<file path="src/rtl/extmem_cfg_pkg.sv">
package extmem_cfg_pkg;

    // Width encoding; the bit positions inside the byte are fixed by software.
    typedef enum logic [1:0] {
        WID_8   = 2'b00,
        WID_16  = 2'b01,
        WID_32  = 2'b10,
        WID_RSV = 2'b11
    } width_e;

    // Stored byte layout: [7:4] wait code, [3] sync, [2] write allow, [1:0] width.
    typedef struct packed {
        logic [3:0] wait_code;
        logic       sync_mode;
        logic       wr_allow;
        width_e     width;
    } cs_cfg_t;

    localparam int WAIT_W = 5;

    // Decoded control presented to the access sequencer.
    typedef struct packed {
        logic [WAIT_W-1:0] wait_cyc;
        logic              sync_mode;
        logic              wr_allow;
        width_e            width;
    } cs_ctrl_t;

    localparam logic [15:0] UNLOCK_KEY  = 16'hA05F;
    localparam logic [7:0]  BOOT_CS_RST = 8'hF0;
    localparam logic [7:0]  OTHER_CS_RST = 8'h00;

    // Wait code to cycle count: code+2, saturating at 16.
    function automatic logic [WAIT_W-1:0] wait_cycles(input logic [3:0] code);
        if (code >= 4'd14)
            return WAIT_W'(16);
        else
            return WAIT_W'(code) + WAIT_W'(2);
    endfunction

    // Reserved width is handled as 32-bit by the sequencer.
    function automatic width_e eff_width(input width_e w);
        return (w == WID_RSV) ? WID_32 : w;
    endfunction

    function automatic cs_ctrl_t decode_cfg(input cs_cfg_t c);
        cs_ctrl_t d;
        d.wait_cyc  = wait_cycles(c.wait_code);
        d.sync_mode = c.sync_mode;
        d.wr_allow  = c.wr_allow;
        d.width     = eff_width(c.width);
        return d;
    endfunction

endpackage

</file>
<file path="src/rtl/extmem_cfg_decode.sv">
module extmem_cfg_decode
    import extmem_cfg_pkg::*;
#(
    parameter int              ADDR_W    = 6,
    parameter int              NUM_CS    = 4,
    parameter logic [ADDR_W-1:0] LOCK_ADDR = 6'h20
) (
    input  logic [ADDR_W-1:0] addr,
    output logic [NUM_CS-1:0] cfg_sel,
    output logic              lock_sel
);
    localparam int IDX_W = ADDR_W - 2;

    logic aligned;
    assign aligned  = (addr[1:0] == 2'b00);
    assign lock_sel = (addr == LOCK_ADDR);

    for (genvar i = 0; i < NUM_CS; i++) begin : g_sel
        assign cfg_sel[i] = aligned && (addr[ADDR_W-1:2] == IDX_W'(i));
    end

endmodule

</file>
<file path="src/rtl/extmem_cfg_lock.sv">
module extmem_cfg_lock
    import extmem_cfg_pkg::*;
(
    input  logic        clk,
    input  logic        rst,
    input  logic        key_wr,
    input  logic [15:0] key_val,
    output logic        locked
);
    always_ff @(posedge clk) begin
        if (rst)
            locked <= 1'b1;
        else if (key_wr)
            locked <= (key_val != UNLOCK_KEY);
    end
endmodule

</file>
<file path="src/rtl/extmem_cfg_slot.sv">
module extmem_cfg_slot
    import extmem_cfg_pkg::*;
#(
    parameter logic [7:0] RESET_VAL = 8'h00
) (
    input  logic     clk,
    input  logic     rst,
    input  logic     wr_en,
    input  logic [7:0] wr_byte,
    output cs_cfg_t  cfg,
    output cs_ctrl_t ctrl
);
    always_ff @(posedge clk) begin
        if (rst)
            cfg <= cs_cfg_t'(RESET_VAL);
        else if (wr_en)
            cfg <= cs_cfg_t'(wr_byte);
    end

    assign ctrl = decode_cfg(cfg);
endmodule

</file>
<file path="src/rtl/extmem_cfg_regs.sv">
module extmem_cfg_regs
    import extmem_cfg_pkg::*;
#(
    parameter int                ADDR_W    = 6,
    parameter int                DATA_W    = 32,
    parameter int                NUM_CS    = 4,
    parameter logic [ADDR_W-1:0] LOCK_ADDR = 6'h20
) (
    input  logic                     clk,
    input  logic                     rst,
    input  logic [ADDR_W-1:0]        bus_addr,
    input  logic                     bus_we,
    input  logic [DATA_W-1:0]        bus_wdata,
    output logic [DATA_W-1:0]        bus_rdata,
    output logic [NUM_CS*WAIT_W-1:0] cs_wait_cycles,
    output logic [NUM_CS-1:0]        cs_sync,
    output logic [NUM_CS-1:0]        cs_wr_ok,
    output logic [NUM_CS*2-1:0]      cs_width
);
    logic [NUM_CS-1:0] cfg_sel;
    logic              lock_sel;
    logic              locked_q;
    cs_cfg_t           cfg_q  [NUM_CS];
    cs_ctrl_t          ctrl_d [NUM_CS];

    extmem_cfg_decode #(
        .ADDR_W    (ADDR_W),
        .NUM_CS    (NUM_CS),
        .LOCK_ADDR (LOCK_ADDR)
    ) u_decode (
        .addr     (bus_addr),
        .cfg_sel  (cfg_sel),
        .lock_sel (lock_sel)
    );

    extmem_cfg_lock u_lock (
        .clk     (clk),
        .rst     (rst),
        .key_wr  (bus_we && lock_sel),
        .key_val (bus_wdata[15:0]),
        .locked  (locked_q)
    );

    for (genvar i = 0; i < NUM_CS; i++) begin : g_cs
        extmem_cfg_slot #(
            .RESET_VAL ((i == 0) ? BOOT_CS_RST : OTHER_CS_RST)
        ) u_slot (
            .clk     (clk),
            .rst     (rst),
            .wr_en   (bus_we && cfg_sel[i] && !locked_q),
            .wr_byte (bus_wdata[7:0]),
            .cfg     (cfg_q[i]),
            .ctrl    (ctrl_d[i])
        );

        assign cs_wait_cycles[i*WAIT_W +: WAIT_W] = ctrl_d[i].wait_cyc;
        assign cs_sync[i]                         = ctrl_d[i].sync_mode;
        assign cs_wr_ok[i]                        = ctrl_d[i].wr_allow;
        assign cs_width[i*2 +: 2]                 = ctrl_d[i].width;
    end

    always_comb begin
        bus_rdata = '0;
        for (int i = 0; i < NUM_CS; i++) begin
            if (cfg_sel[i])
                bus_rdata[7:0] = cfg_q[i];
        end
        if (lock_sel)
            bus_rdata[0] = locked_q;
    end

endmodule

</file>
<file path="config.mk">
export PLATFORM = sky130hd
export DESIGN_NAME = extmem_cfg_regs
export DESIGN_NICKNAME = d
export VERILOG_FILES = /design/src/rtl/extmem_cfg_pkg.sv /design/src/rtl/extmem_cfg_decode.sv /design/src/rtl/extmem_cfg_lock.sv /design/src/rtl/extmem_cfg_slot.sv /design/src/rtl/extmem_cfg_regs.sv
export SDC_FILE = /design/constraint.sdc
export NUM_CORES = 1
export LEC_CHECK = 0
export CAP_MARGIN = 30
export CORE_MARGIN = 2
export CORE_UTILIZATION = 41
export CTS_CLUSTER_SIZE = 40
export DETAILED_ROUTE_END_ITERATION = 12
export PLACE_DENSITY_LB_ADDON = 0.15
export SKIP_CTS_REPAIR_TIMING = 1
export SLEW_MARGIN = 10
export SYNTH_ARGS = -nofsm -noshare
export SYNTH_HDL_FRONTEND = slang
export SYNTH_SLANG_ARGS = --single-unit
</file>
<file path="constraint.sdc">
create_clock -name clk -period 2.7 [get_ports clk]
set_input_delay 0.81 -clock clk [delete_from_list [all_inputs] [get_ports clk]]
set_output_delay 0.81 -clock clk [all_outputs]
set_load 0.005 [all_outputs]
</file>
Word level (Yosys, flattened, before mapping)
Index checks and enable logic that the tools add are counted.
W data, S select, Z words.
- output and inout bits: 68
- word-level logic and storage cells: 63
- bits in registers: 33
- input port bits: 41
- mux-type cells: 13
- reduce and logical (&&, ||, !) cells: 16
- eq/ne operators: 9
- magnitude comparators: 4
- $add $sub $neg: 4
- operators by type and width (kind ; count):
    $mux W8 ; 4
    $add A4 B2 Y5 const B ; 4
    $mux W5 ; 4
    $ge A4 B4 Y1 const B ; 4
    $ne A16 B16 Y1 const B ; 1
    $logic_and A1 B1 Y1 ; 13
    $eq A2 B2 Y1 const B ; 4
    $eq A4 B2 Y1 const B ; 2
    $mux W2 ; 4
    $eq A6 B6 Y1 const B ; 1
    $eq A4 B1 Y1 const B ; 1
    $logic_not A4 Y1 ; 1
    $logic_not A2 Y1 ; 1
    $logic_not A1 Y1 ; 1
    $mux W1 ; 1

Logic depth before layout (Yosys ltp)
- depth in word-level cells: 7
- mapped depth: 5
- depth with buffers taken out: 3

Modules after synthesis
A second synthesis with hierarchy kept.
- cell total of the unflattened synthesis: 245
- area total of the unflattened synthesis: 2189.6 um2
- by module, submodules not included (module ; cells each ; times used ; area each (um2) ; sequential area each (um2)):
    extmem_cfg_slot (g_cs[1].u_slot ...) ; 38 ; 3 ; 369.1 ; 160.2
    extmem_cfg_regs ; 76 ; 1 ; 568.0 ; 0.0
    extmem_cfg_slot (g_cs[0].u_slot) ; 39 ; 1 ; 359.1 ; 160.2
    extmem_cfg_lock ; 8 ; 1 ; 91.3 ; 20.0
    extmem_cfg_decode ; 8 ; 1 ; 63.8 ; 0.0

Worst setup path before layout
OpenSTA, ideal clock, no wires.
- kind: input port to output port
- start: input bus_addr[1]
- end: output bus_rdata[0]
- path buffers: 1
- stages: 4
- slack: 89 ps
- arrival time: 1801 ps
- required time: 1890 ps
- cell sequence: or4_1 buf_6 a211oi_1 a221oi_1
- cells in the longest elaborated chain, start to end: 7
- elaborated cells on any way between the ends: 11
- classes of those cells: eq/ne (1); mux (5); reduce/logical (5)
- RTL lines (item ; line ; source):
    start: declaration ; extmem_cfg_regs.sv:11 ; input logic [ADDR_W-1:0] bus_addr,
    $logic_not A2 Y1 ; extmem_cfg_decode.sv:15 ; assign aligned = (addr[1:0] == 2'b00);
    $logic_and A1 B1 Y1 ; extmem_cfg_decode.sv:19 ; assign cfg_sel[i] = aligned && (addr[ADDR_W-1:2] == IDX_W'(i));
    $mux W8 (4 in series) ; extmem_cfg_regs.sv:65 ; if (cfg_sel[i])
    $mux W1 (*) ; extmem_cfg_regs.sv:68 ; if (lock_sel)
    end: declaration ; extmem_cfg_regs.sv:14 ; output logic [DATA_W-1:0] bus_rdata,
Every way passes the cells marked *; elsewhere a longest branch is shown, timed or not.

Worst setup path in the final report
- start: input bus_addr[5]
- end: output bus_rdata[0]
- cells in the longest elaborated chain, start to end: 7
- elaborated cells on any way between the ends: 14
- classes of those cells: eq/ne (4); mux (5); reduce/logical (5)
- RTL lines (item ; line):
    $logic_not A4 Y1 ; extmem_cfg_decode.sv:19
    $logic_and A1 B1 Y1 ; extmem_cfg_decode.sv:19
    $mux W8 (4 in series) ; extmem_cfg_regs.sv:65
    $mux W1 (*) ; extmem_cfg_regs.sv:68
Marked as above.

==> impl_metrics.py <==
metrics = {
    "critical_path": {
        "crit_type": "primary input to output pin",
        "slowest_stage": "nor4_4",
        "crit_fanout": 3,
        "worst_setup_path_start_kind": "primary input",
        "cpPeakStageDelay_ns": 0.33,
        "cp-end-kind": "output pin",
        "cp_cell_sequence": "buf_6 > buf_6 > nor4_4 > buf_4 > o21ai_2 > a221oi_2 > buf_2",
        "cp_common_cell": "buf_6",
        "crit_arrival_ns": 1.94,
        "crit_required_ns": 1.89,
        "r2r_slack_ns": 1.38,
    },
    "clock_tree": {
        "worstSkewPairLatency_ns": 0.28,
        "cts.clk_slew.worst_paths_ns": 0.07,
        "numCtsBuffers": 5,
        "clockBufferDepth": 2,
        "htreeDepth": 2,
        "cts_tree": "built",
        "cts-root-buf": "clkbuf_8",
        "clkSinkCount": 33,
    },
    "layout": {
        "layout_common_cells": "54 x clkdlybuf4s50_1, 33 x dfxtp_1, 27 x buf_4",
        "final_util_pct": 57.7,
        "drive_above_1_share_pct": 18.5,
        "layout.nets": 385,
        "stdcell_count": 413,
        "area_growth_pct": 37.5,
        "num_antenna_cells": 0,
        "layout_commonest_cell": "clkdlybuf4s50_1",
    },
    "yosys": {
        "synth_area_leaders": "dfxtp_1 29%, buf_4 11%, mux4_2 6.9%",
        "yosysUniqueCellTypes": 44,
        "syn_inst": 264,
        "async_reset_ff_share_pct": 0,
        "synth_seq_area_share_pct": 28.9,
        "yosysTopAreaCell": "dfxtp_1",
        "synth_seq_cells": 33,
        "ys_warn_count": 0,
        "synth-edff-count": 0,
        "synth_ff_type": "dfxtp_1",
        "syn_avg_cell_area_um2": 8.64,
        "post-synth-top-area-fraction_pct": 28.9,
        "syn-cell-area_um2": 2280,
    },
    "drt": {
        "routedWlPerCell_um": 15.1,
        "dr_total_vias": 2117,
        "dr.pass1.iters": 4,
        "drcViolationCount": 0,
        "drt-initial-drc-count": 91,
        "routed_wl_um": 6260,
        "drtAntennaViolNets": 0,
        "avgViaCountPerCell": 5.13,
    },
    "timing": {
        "fin_ws_ns": -0.0501,
        "finalHoldViolCount": 0,
        "worst_slew_pin_slew_ns": 0.514,
        "fmax_mhz": 364,
        "setup_violations": 2,
        "rsz0062_at_grt": "true",
        "finalCritPeriodShare_pct": 102,
        "finClkSkew_ns": 0.00346,
        "maxSlewHeadroom_pct": 65.7,
        "drv_slew": 0,
        "period_needed_ns": 2.75,
    },
    "pwr": {
        "p_leak_nw": 1.36,
        "sw_frac_of_total_pct": 24.1,
        "p_int_uw": 793,
        "ir_drop_mv": 0.341,
        "combPwrFrac_pct": 13.8,
        "powerDensity_nw_per_um2": 333,
        "switching_power_uw": 251,
        "pwr-share-seq_pct": 46.6,
        "p_clk_share_pct": 39.6,
    },
    "global_routing": {
        "grt_pass1_vias": 1814,
        "antenna_found_initial": 0,
        "track_usage_pct": 19.7,
        "grt_pass1_wl_um": 9450,
        "gr-total-overflow": 0,
        "grt_max_degree": 42,
    },
    "place": {
        "placed_cells": 394,
        "hpwl_um": 4460,
        "place_ws_ns": -0.744,
        "port_buffers": 68,
        "gp_congestion": 0.786,
    },
    "worst_hold_path": {
        "hold_path_class": "flop to flop",
    },
    "die": {
        "io_pins": 109,
        "floorplan.die.height_um": 78.6,
        "dieArea_um2": 6180,
        "fp-row-count": 27,
        "core_um2": 5440,
        "initial_core_util_pct": 42.0,
        "dieWidth_um": 78.6,
    },
    "run_status": {
        "violations": "setup timing",
        "outcome": "finished with violations",
    },
    "flow_run": {
        "cap_violations": 0,
    },
}
## worst max-delay path, delay by kind of cell
kind / cells / cell delay, ns
and+or+nand+nor: 1 / 0.33
AOI/OAI and AO/OA: 2 / 0.26
buffers and inverters: 4 / 0.52
## per-stage QoR
stage	setup TNS (ns)	hold slack, ns	total power, mW	instance area, um2
finish	-0.0524	0.493	1.04	3140
floorplan	0	0.454	0.582	2370
global placement	-5.46	0.475	0.624	2890
global route	-0.196	0.520	1.08	3140
CTS	-5.46	0.500	1.04	2990
detailed placement	-5.47	0.490	0.625	2890
## power groups by stage
| stage | sequential [mW] | combinational, mW | clock, mW |
|---|---|---|---|
| after global placement | 0.498 | 0.127 | 0 |
| after CTS | 0.486 | 0.127 | 0.423 |
| after global routing | 0.486 | 0.154 | 0.440 |
| final | 0.487 | 0.144 | 0.413 |
| after detailed placement | 0.498 | 0.127 | 0 |
| after floorplan | 0.498 | 0.0847 | 0 |
## routing by layer
metal / GRT usage, % / vias up / wire length, um
met1: 29.4 / 1000 / 2850
met2: 28.8 / 81 / 2850
met4: 5.26 / 0 / 110
met3: 3.79 / 11 / 438
li1: - / 1025 / -
met5: 0 / - / 0
## cell usage after synthesis (all sizes together), types with 8 or more instances
master,instances
clkbuf,12
o21ai,25
a21oi,24
buf,42
nand2b,8
nand3,21
dfxtp,33
nor2,13
nand4,8
nor2b,8
mux2i,8
and2,13
## area by class of cell
class | instances | area (um2)
inverter | 7 | 26.3
clock buffer | 7 | 96.3
fill | 513 | 2300
multi-input combinational | 192 | 1280
timing repair buffer | 101 | 982
clock inverter | 1 | 5.00
sequential | 33 | 661
tap | 72 | 90.1
## logic make-up after synthesis
kind of cell / count (synthesis) / synth area share (%)
simple gates: 91 / 24.2
flops: 33 / 28.9
xor+xnor: 4 / 1.53
mux: 16 / 10.9
other cells: 1 / 0.164
buf+inv: 62 / 19.9
compound gates: 53 / 12.1
fa+ha+maj: 4 / 2.19
## path summary, 6_finish.rpt
| path | from | to | cells past startpoint |
|---|---|---|---|
| worst max-delay path | bus_addr[5] | bus_rdata[0] | 7 |
| worst min-delay path | g_cs[2].u_slot.cfg[0]$_SDFFE_PP0P_ | g_cs[2].u_slot.cfg[0]$_SDFFE_PP0P_ | 2 |
| worst max register to register | u_lock.locked$_SDFFE_PP1P_ | g_cs[3].u_slot.cfg[7]$_SDFFE_PP0P_ | 3 |
| worst min register to register | g_cs[2].u_slot.cfg[0]$_SDFFE_PP0P_ | g_cs[2].u_slot.cfg[0]$_SDFFE_PP0P_ | 2 |
## state kept, by name (all words and copies together), names as in the netlist
signal           count
u_lock.locked        1
g_cs.u_slot.cfg     32
Power figures use the tool's default switching activity.
